==> config.mk <==
export PLATFORM = sky130hd
export DESIGN_NAME = mm_stall_watchdog
export DESIGN_NICKNAME = d
export VERILOG_FILES = /design/src/rtl/mmwd_pkg.sv /design/src/rtl/mmwd_in_stage.sv /design/src/rtl/mmwd_age_timer.sv /design/src/rtl/mmwd_read_tracker.sv /design/src/rtl/mmwd_write_tracker.sv /design/src/rtl/mm_stall_watchdog.sv
export SDC_FILE = /design/constraint.sdc
export NUM_CORES = 1
export LEC_CHECK = 0
export CAP_MARGIN = 20
export CORE_ASPECT_RATIO = 1.5
export CORE_MARGIN = 4
export CORE_UTILIZATION = 56
export DETAILED_ROUTE_END_ITERATION = 6
export DONT_BUFFER_PORTS = 1
export PLACE_DENSITY = 0.78
export SETUP_SLACK_MARGIN = 0.2
export SYNTH_ARGS = -nofsm -noshare
export SYNTH_HDL_FRONTEND = slang
export SYNTH_SLANG_ARGS = --single-unit
export TNS_END_PERCENT = 100
==> constraint.sdc <==
create_clock -name clk -period 1.5 [get_ports clk]
set_clock_uncertainty 0.2 [all_clocks]
set_input_delay 0.15 -clock clk [delete_from_list [all_inputs] [get_ports clk]]
set_output_delay 0.15 -clock clk [all_outputs]
set_load 0.02 [all_outputs]
==> src/rtl/mmwd_pkg.sv <==
package mmwd_pkg;

    localparam int NUM_ERR  = 5;
    localparam int ERR_STALL = 0;
    localparam int ERR_RDTO  = 1;
    localparam int ERR_WRTO  = 2;
    localparam int ERR_OVF   = 3;
    localparam int ERR_ORPH  = 4;

    typedef logic [NUM_ERR-1:0] err_vec_t;

    typedef struct packed {
        logic rd;
        logic wr;
        logic wq;
        logic rdv;
    } bus_smp_t;

    typedef enum logic {
        WB_IDLE  = 1'b0,
        WB_BURST = 1'b1
    } wburst_state_t;

    function automatic logic accepted(input logic req, input logic stall);
        return req && !stall;
    endfunction

endpackage

==> src/rtl/mmwd_in_stage.sv <==
module mmwd_in_stage
    import mmwd_pkg::*;
#(
    parameter int BURST_W = 4,
    parameter bit REG_IN  = 1'b0
) (
    input  logic               clk,
    input  logic               rst,
    input  logic               rd,
    input  logic               wr,
    input  logic               wq,
    input  logic               rdv,
    input  logic [BURST_W-1:0] burst,
    output bus_smp_t           smp,
    output logic [BURST_W-1:0] smp_burst
);

    bus_smp_t raw;
    assign raw = '{rd: rd, wr: wr, wq: wq, rdv: rdv};

    generate
        if (REG_IN) begin : g_reg
            bus_smp_t           smp_q;
            logic [BURST_W-1:0] burst_q;
            always_ff @(posedge clk) begin
                if (rst) begin
                    smp_q   <= '0;
                    burst_q <= '0;
                end else begin
                    smp_q   <= raw;
                    burst_q <= burst;
                end
            end
            assign smp       = smp_q;
            assign smp_burst = burst_q;
        end else begin : g_pass
            assign smp       = raw;
            assign smp_burst = burst;
        end
    endgenerate

endmodule

==> src/rtl/mmwd_age_timer.sv <==
module mmwd_age_timer #(
    parameter int LIMIT = 100
) (
    input  logic clk,
    input  logic rst,
    input  logic run,
    output logic fire
);

    localparam int CW = $clog2(LIMIT + 1);
    localparam logic [CW-1:0] LAST = CW'(LIMIT - 1);
    localparam logic [CW-1:0] TOP  = CW'(LIMIT);

    logic [CW-1:0] age;

    always_ff @(posedge clk) begin
        if (rst) begin
            age <= '0;
        end else if (!run) begin
            age <= '0;
        end else if (age != TOP) begin
            age <= age + 1'b1;
        end
    end

    assign fire = run && (age == LAST);


    fire_once_chk: assert property (@(posedge clk) disable iff (rst)
        fire |=> !fire);

endmodule

==> src/rtl/mmwd_read_tracker.sv <==
module mmwd_read_tracker
    import mmwd_pkg::*;
#(
    parameter int MAX_PENDING = 1,
    parameter bit HAS_RDV     = 1'b1,
    parameter int FIXED_LAT   = 0,
    parameter int RD_LIMIT    = 100
) (
    input  logic clk,
    input  logic rst,
    input  logic rd,
    input  logic wq,
    input  logic rdv,
    output logic ovf,
    output logic orphan,
    output logic rd_timeout
);

    localparam int PW = $clog2(MAX_PENDING + 2);
    localparam logic [PW-1:0] PMAX  = {PW{1'b1}};
    localparam logic [PW-1:0] PLIM  = PW'(MAX_PENDING);

    logic          acc;
    logic          rsp;
    logic          matched;
    logic          run;
    logic [PW-1:0] pend;

    assign acc = accepted(rd, wq);

    generate
        if (HAS_RDV) begin : g_strobe
            assign rsp = rdv;
        end else if (FIXED_LAT == 0) begin : g_lat0
            logic unused_rdv;
            assign unused_rdv = rdv;
            assign rsp = acc;
        end else begin : g_latn
            logic                 unused_rdv;
            logic [FIXED_LAT-1:0] pipe;
            assign unused_rdv = rdv;
            always_ff @(posedge clk) begin
                if (rst) begin
                    pipe <= '0;
                end else begin
                    pipe <= (pipe << 1) | FIXED_LAT'(acc);
                end
            end
            assign rsp = pipe[FIXED_LAT-1];
        end
    endgenerate

    assign matched = rsp && ((pend != '0) || acc);
    assign orphan  = rsp && (pend == '0) && !acc;
    assign ovf     = acc && !matched && (pend >= PLIM);
    assign run     = (pend != '0) && !matched;

    always_ff @(posedge clk) begin
        if (rst) begin
            pend <= '0;
        end else if (acc && !matched) begin
            if (pend != PMAX) pend <= pend + 1'b1;
        end else if (!acc && matched) begin
            pend <= pend - 1'b1;
        end
    end

    mmwd_age_timer #(.LIMIT(RD_LIMIT)) u_rsp_timer (
        .clk  (clk),
        .rst  (rst),
        .run  (run),
        .fire (rd_timeout)
    );


    pend_step_chk: assert property (@(posedge clk) disable iff (rst)
        1'b1 |=> ((pend == $past(pend)) ||
                  (pend == $past(pend) + 1'b1) ||
                  (pend == $past(pend) - 1'b1)));

endmodule

==> src/rtl/mmwd_write_tracker.sv <==
module mmwd_write_tracker
    import mmwd_pkg::*;
#(
    parameter int BURST_W  = 4,
    parameter int WR_LIMIT = 100
) (
    input  logic               clk,
    input  logic               rst,
    input  logic               wr,
    input  logic               wq,
    input  logic [BURST_W-1:0] burst,
    output logic               wr_timeout
);

    wburst_state_t      st;
    logic [BURST_W-1:0] left;
    logic               acc;
    logic               finishing;
    logic               run;

    assign acc       = accepted(wr, wq);
    assign finishing = (st == WB_BURST) && acc && (left == BURST_W'(1));
    assign run       = (st == WB_BURST) && !finishing;

    always_ff @(posedge clk) begin
        if (rst) begin
            st   <= WB_IDLE;
            left <= '0;
        end else if (st == WB_IDLE) begin
            if (acc && (burst > BURST_W'(1))) begin
                st   <= WB_BURST;
                left <= burst - 1'b1;
            end
        end else if (acc) begin
            if (left == BURST_W'(1)) begin
                st <= WB_IDLE;
            end else begin
                left <= left - 1'b1;
            end
        end
    end

    mmwd_age_timer #(.LIMIT(WR_LIMIT)) u_burst_timer (
        .clk  (clk),
        .rst  (rst),
        .run  (run),
        .fire (wr_timeout)
    );


    beat_dec_chk: assert property (@(posedge clk) disable iff (rst)
        ((st == WB_BURST) && acc && (left > BURST_W'(1))) |=>
            ((st == WB_BURST) && (left == $past(left) - 1'b1)));

endmodule

==> src/rtl/mm_stall_watchdog.sv <==
module mm_stall_watchdog
    import mmwd_pkg::*;
#(
    parameter int BURST_W     = 4,
    parameter int RD_LIMIT    = 100,
    parameter int WR_LIMIT    = 100,
    parameter int STALL_LIMIT = 1024,
    parameter int MAX_PENDING = 1,
    parameter bit HAS_RDV     = 1'b1,
    parameter int FIXED_LAT   = 0,
    parameter bit REG_IN      = 1'b0
) (
    input  logic               clk,
    input  logic               rst,
    input  logic               bus_read,
    input  logic               bus_write,
    input  logic               bus_waitreq,
    input  logic               bus_rdvalid,
    input  logic [BURST_W-1:0] bus_burstcount,
    output logic [4:0]         err_pulse,
    output logic [4:0]         err_flag
);

    bus_smp_t           smp;
    logic [BURST_W-1:0] smp_burst;
    err_vec_t           hit;

    mmwd_in_stage #(.BURST_W(BURST_W), .REG_IN(REG_IN)) u_in (
        .clk       (clk),
        .rst       (rst),
        .rd        (bus_read),
        .wr        (bus_write),
        .wq        (bus_waitreq),
        .rdv       (bus_rdvalid),
        .burst     (bus_burstcount),
        .smp       (smp),
        .smp_burst (smp_burst)
    );

    mmwd_age_timer #(.LIMIT(STALL_LIMIT)) u_stall_timer (
        .clk  (clk),
        .rst  (rst),
        .run  (smp.wq),
        .fire (hit[ERR_STALL])
    );

    mmwd_read_tracker #(
        .MAX_PENDING (MAX_PENDING),
        .HAS_RDV     (HAS_RDV),
        .FIXED_LAT   (FIXED_LAT),
        .RD_LIMIT    (RD_LIMIT)
    ) u_rd (
        .clk        (clk),
        .rst        (rst),
        .rd         (smp.rd),
        .wq         (smp.wq),
        .rdv        (smp.rdv),
        .ovf        (hit[ERR_OVF]),
        .orphan     (hit[ERR_ORPH]),
        .rd_timeout (hit[ERR_RDTO])
    );

    mmwd_write_tracker #(.BURST_W(BURST_W), .WR_LIMIT(WR_LIMIT)) u_wr (
        .clk        (clk),
        .rst        (rst),
        .wr         (smp.wr),
        .wq         (smp.wq),
        .burst      (smp_burst),
        .wr_timeout (hit[ERR_WRTO])
    );

    always_ff @(posedge clk) begin
        if (rst) begin
            err_pulse <= '0;
            err_flag  <= '0;
        end else begin
            err_pulse <= hit;
            err_flag  <= err_flag | hit;
        end
    end

    genvar gi;
    generate
        for (gi = 0; gi < NUM_ERR; gi++) begin : g_sticky

            sticky_hold_chk: assert property (@(posedge clk) disable iff (rst)
                err_flag[gi] |=> err_flag[gi]);
        end
    endgenerate


    ovf_orphan_excl_chk: assert property (@(posedge clk) disable iff (rst)
        !(err_pulse[ERR_OVF] && err_pulse[ERR_ORPH]));

endmodule

# After elaboration in Yosys (flattened, before gate mapping)
# Cells that the tools add are included.
[op_classes]
order_cmp = 2
n_addsub = 7
mux = 11
n_reduce_logical = 30
n_bitwise = 4
n_eq_ne = 11
[ops]
columns = ["op", "n"]
rows = [
  ["1-bit logical AND", 16],
  ["4-bit two-way mux", 4],
  ["7-bit by 1-bit adder with 7-bit output, second input constant", 2],
  ["7-bit equality test, second input constant", 2],
  ["7-bit inequality test, second input constant", 2],
  ["11-bit by 1-bit adder with 11-bit output, second input constant", 1],
  ["11-bit by 10-bit equality test with 1-bit output, second input constant", 1],
  ["11-bit inequality test, second input constant", 1],
  ["2-bit inequality test, second input constant", 4],
  ["4-bit by 1-bit subtractor with 4-bit output, second input constant", 2],
  ["2-bit two-way mux", 3],
  ["2-bit nonzero test", 3],
  ["2-bit OR reduction", 3],
  ["5-bit OR", 1],
  ["4-bit by 1-bit equality test with 1-bit output, second input constant", 1],
  ["4-bit by 1-bit greater-than comparator with 1-bit output, second input constant", 1],
  ["1-bit logical NOT", 4],
  ["1-bit two-way mux", 4],
  ["1-bit NOT", 3],
  ["3-bit AND reduction", 1],
  ["2-bit by 1-bit adder with 2-bit output, second input constant", 1],
  ["2-bit by 1-bit >= comparator with 1-bit output, second input constant", 1],
  ["2-bit logical NOT", 1],
  ["2-bit AND reduction", 1],
  ["other kinds (2)", 2],
]
[word_totals]
out_inout_bits = 10
inputBits = 10
ff_bits = 42
elab_cells = 73

# Depth between registers and ports, before layout
[depth]
depth_word = 8
depth_mapped = 6
depth_no_buf = 6

# Cells and area by module
# Synthesis repeated with hierarchy kept, for this count alone.
[hier_totals]
hier_cells = 244
area_unflattened_um2 = 2259.7
[by_module_without_submodules]
columns = ["module", "area_each_um2", "cells_per_inst", "n_inst", "seq_area_each_um2"]
rows = [
  ["mmwd_age_timer at u_rd.u_rsp_timer ...", 359.1, 41, 2, 140.1],
  ["mmwd_age_timer at u_stall_timer", 575.6, 64, 1, 220.2],
  ["mmwd_write_tracker", 435.4, 50, 1, 100.1],
  ["mm_stall_watchdog", 281.5, 20, 1, 200.2],
  ["mmwd_read_tracker", 188.9, 20, 1, 40.0],
  ["mmwd_in_stage", 60.1, 8, 1, 0.0],
]

# Least setup slack after synthesis
# Ideal clock, no wire load.
[synth_timing]
path_kind = "register -> register"
from = "register u_rd.pend[1]"
to = "register err_flag[1]"
n_path_buf = 0
setup_ns = 0.057
stages_incl_launch_ff = 7
t_arrival_ns = 1.302
setup_slack_ns = -0.059
synth_period_minus_slack_ns = 1.559
required_time_ns = 1.243
path_cell_list = "dfxtp_1 > inv_1 > ha_1 > inv_1 > nand3_1 > and4bb_2 > a21o_1"
[synth_between]
elab_chain_len = 7
[synth_rtl]
columns = ["element", "line_no", "text"]
rows = [
  ["start, declared", "mmwd_read_tracker.sv:27", "logic [PW-1:0] pend;"],
  ["start signal, assigned", "mmwd_read_tracker.sv:62", "if (pend != PMAX) pend <= pend + 1'b1;"],
  ["start signal, assigned", "mmwd_read_tracker.sv:64", "pend <= pend - 1'b1;"],
  ["2-bit nonzero test (*)", "mmwd_read_tracker.sv:53, mmwd_read_tracker.sv:56", ""],
  ["1-bit logical OR", "mmwd_read_tracker.sv:53", "assign matched = rsp && ((pend != '0) || acc);"],
  ["1-bit logical AND", "mmwd_read_tracker.sv:53", ""],
  ["1-bit logical NOT", "mmwd_read_tracker.sv:56", "assign run = (pend != '0) && !matched;"],
  ["1-bit logical AND (*)", "mmwd_read_tracker.sv:56", ""],
  ["1-bit logical AND (*)", "mmwd_age_timer.sv:26", "assign fire = run && (age == LAST);"],
  ["5-bit OR (*)", "mm_stall_watchdog.sv:78", "err_flag <= err_flag | hit;"],
  ["end signal, assigned", "mm_stall_watchdog.sv:78", ""],
  ["end, declared", "mm_stall_watchdog.sv:21", "output logic [4:0] err_flag"],
]
# Mark *: on every way between the ends. The rest lies on a longest branch, timed or not.
# A chain may end at the register's enable or synchronous reset.

# Final worst setup path
[layout_timing]
from = "register u_wr.left[1]"
to = "register u_wr.left[3]"
[layout_between]
elab_chain_len = 4
elab_cells_between_ends = 7
cone_classes = "add/sub (1); eq/ne (2); mux (3); reduce/logical (1)"
[layout_rtl]
columns = ["element", "line_no", "text"]
rows = [
  ["start, declared", "mmwd_write_tracker.sv:16", "logic [BURST_W-1:0] left;"],
  ["start signal, assigned", "mmwd_write_tracker.sv:32", "left <= burst - 1'b1;"],
  ["start signal, assigned", "mmwd_write_tracker.sv:38", "left <= left - 1'b1;"],
  ["4-bit by 1-bit subtractor with 4-bit output", "mmwd_write_tracker.sv:38", ""],
  ["4-bit two-way mux", "mmwd_write_tracker.sv:35", "if (left == BURST_W'(1)) begin"],
  ["4-bit two-way mux", "mmwd_write_tracker.sv:34", "end else if (acc) begin"],
  ["4-bit two-way mux", "mmwd_write_tracker.sv:29", "end else if (st == WB_IDLE) begin"],
]
# Several ways; a longest one is shown, not always the timed one. The select of a mux whose other input is x is not followed.

==> flow_summary.yaml <==
place:
  gp_routability_congestion: 0.852
  dpl_cell_area_um2: 2230
  portBuffers: 0
  post-place-cells: 269
  hpwlAfterDp_um: 2910
logic_synthesis:
  synth.top_cell.area_share: 0.421
  synthTopCellsByArea: "sky130_fd_sc_hd__dfxtp_1, sky130_fd_sc_hd__ha_1, sky130_fd_sc_hd__xor2_1"
  postSynthRegisterBits: 42
  synthesis.instances: 217
  synth.avg_cell_area_um2: 9.21
  yosys.area.top_type: "sky130_fd_sc_hd__dfxtp_1"
  synth.cell_area_um2: 2000
  synth_seq_area_share: 0.421
  warnings_from_yosys: 0
  synth_cell_type_count: 42
  synth_nets: 240
pwr:
  power.density_cell_area_nw_per_um2: 823
  static-leakage-power_nw: 1.14
  power.combinational.fraction: 0.174
  vdd_ir_drop_max_mv: 0.801
  share_seq_of_total_power: 0.499
  swShare: 0.292
  net-switching-power_w: 0.000699
  share_of_total_power_in_the_clock_network: 0.327
  internal_power_summed_over_all_cells_w: 0.00170
clock_network:
  cts_tree: "yes"
  clk_latency_ns: 0.31
  clk_transition_reported_paths_ns: 0.08
  cts_inserted_buffers: 5
  cts_max_level: 2
  clock_tree.root_cell: "sky130_fd_sc_hd__clkbuf_8"
  cts.path.max_buffers: 2
  tritoncts_num_sinks: 42
critical_path:
  crit_slowest_cell: "sky130_fd_sc_hd__o311ai_1"
  cp_cell_sequence: "buf_4, nor3_2, nor2_1, o311ai_1, o41ai_1"
  max_stage_delay_ns: 0.37
  critical_path.n_buffers_inverters: 1
  worst_path_dominant_cell_family: "compound AO/OA/AOI/OAI gates"
  worst_ep_required_time_ns: 1.47
  setup.worst_path.start_class: "flip-flop"
  arrival_ns: 1.63
  critPathCaptureType: "flip-flop"
  criticalPathCategory: "flip-flop to flip-flop"
  critPathMaxFanout: 2
floorplanning:
  number_of_placed_i_o_pins: 20
  floorplan.initialDensity: 0.585
  std_cell_rows: 26
  coreArea_um2: 3420
  die_width_um: 56.8
  design.die.area_um2: 4610
  fp.dieH_um: 81.2
cells_and_area:
  final_layout_size_suffix_gt1_frac: 0.458
  antenna_cells: 0
  layout.cells.most_common: "sky130_fd_sc_hd__buf_4"
  synthToLayoutAreaGrowth_pct: 45.8
  finish.cell_count_without_fillers: 302
  final_cell_area_um2: 2920
  nNetsFinal: 282
  final_core_util: 0.853
  most-common-layout-cells: "sky130_fd_sc_hd__buf_4, sky130_fd_sc_hd__nor2_1, sky130_fd_sc_hd__dfxtp_1"
timing:
  setup_viol: 17
  hold_viol: 0
  worst_slack_ns: -0.165
  fmaxAchievable_mhz: 601
  timing.final.max_slew_violations: 0
  worstMarginPinSlew_ns: 0.496
  setup_tns_ns: -0.841
  finalCritPeriodShare: 1.11
  slew-limit-headroom: 0.668
  rsz_0062_raised_after_global_routing: "true"
  finalCriticalPeriod_ns: 1.66
grt:
  first_global_vias: 1880
  grt.overflow.total: 0
  grt_first_pass_wirelength_um: 8670
  globalRouteTotalUtil: 0.243
  grt_max_degree: 14
  grt_antenna_before_repair: 0
routing:
  wl_per_cell_um: 23.1
  drt-total-wl_um: 6980
  route.detailed.drc: 0
  routed_via_count: 1978
  ant_nets: 0
  drt_pass1_iterations: 4
  route.detailed.vias_per_inst: 6.55
  dr.first_iter.drc_count: 198
outcome:
  violations_in_the_final_reports: "setup timing"
  run_status: "finished with violations"
flow_run:
  timing.max_cap.violations: 0
hold_path:
  min-delay-path-class: "input pin to flip-flop"
## final timing paths
check,from,end,slack (ns),cells after the start
min,bus_waitreq,u_wr.left[2],0.02,4
max reg2reg,u_wr.left[1],u_wr.left[3],-0.16,5
min reg2reg,u_stall_timer.age[10],err_pulse[0],0.30,1
max,u_wr.left[1],u_wr.left[3],-0.16,5
## power groups by stage
| stage | combinational (W) | clock, W | sequential [W] |
|---|---|---|---|
| after floorplan | 0.000187 | 0 | 0.00120 |
| after global placement | 0.000232 | 0 | 0.00121 |
| after detailed placement | 0.000237 | 0 | 0.00122 |
| after CTS | 0.000308 | 0.000784 | 0.00119 |
| after global routing | 0.000440 | 0.000849 | 0.00120 |
| final | 0.000418 | 0.000784 | 0.00120 |
## what timing repair did
item / CTS / global route
setup endpoints to repair: 32 / 35
gates resized for setup: 37 / 55
endpoints found under the hold margin: 25 / 0
gates cloned: 0 / 0
hold buffers: 10 / 0
pin swaps: 21 / 25
buffers inserted: 8 / 7
## flip-flops by register name (all words and copies together) (netlist names)
signal	count
err_flag	5
u_rd.u_rsp_timer.age	7
err_pulse	5
u_stall_timer.age	11
u_wr.st	1
u_wr.u_burst_timer.age	7
u_wr.left	4
u_rd.pend	2
## cells in the mapped netlist (all sizes together)
cell	count
o41a	1
xor2	16
nand3	15
mux2i	4
clkbuf	3
o22ai	1
a31oi	2
o31ai	1
nand4b	1
a21oi	8
a21o	5
nor3b	1
xnor2	8
nand4	3
inv	16
and4	1
nand2	7
nand2b	4
o41ai	2
and3	6
o311ai	2
buf	1
a22oi	1
nor4bb	1
nand4bb	1
o221ai	1
and4bb	3
nor3	6
a311o	1
ha	13
nand3b	1
a2111oi	1
nor4b	2
a211o	1
nor2b	1
o21ai	2
dfxtp	42
nor2	30
nor4	2
## cell type report
cell class | instances | area, um^2
Clock inverter | 2 | 12.5
Fill cell | 158 | 500
Clock buffer | 6 | 82.6
Inverter | 16 | 75.1
Multi-Input combinational cell | 155 | 1450
Timing Repair Buffer | 39 | 353
Tap cell | 42 | 52.6
Sequential cell | 42 | 892
## worst reg2reg max path, delay by kind of cell, from the launching register on
family,cells,cell delay [ns]
AOI/OAI and AO/OA,2,0.50
and+or+nand+nor,2,0.36
DFF,1,0.34
buffers and inverters,1,0.14
## routing by layer
layer  share of wire  vias up  track usage
met2            0.49      135        0.453
met5               0        -            0
met1            0.35      943        0.254
met4           0.077        0        0.114
met3           0.080       55       0.0604
li1                -      845            -
## metrics by stage
step                      worst slack [ns]  power (W)  hold WS [ns]
final                               -0.165    0.00240        0.0173
after global routing                -0.201    0.00249        0.0252
after CTS                          0.00950    0.00228       0.00124
after detailed placement           -0.0239    0.00145        0.0160
after global placement             0.00891    0.00145        0.0144
after floorplan                     0.0458    0.00139        0.0414
## logic make-up (layout without fill, tap and decap cells)
logic type,Yosys count,in the layout,synth area share
buf+inv,20,63,0.0394
flops,42,42,0.421
compound gates,29,29,0.106
mux,4,4,0.0200
xor+xnor,24,24,0.105
simple gates,85,85,0.228
fa+ha+maj,13,13,0.0814
No activity file was read; power rests on OpenSTA's default activity.
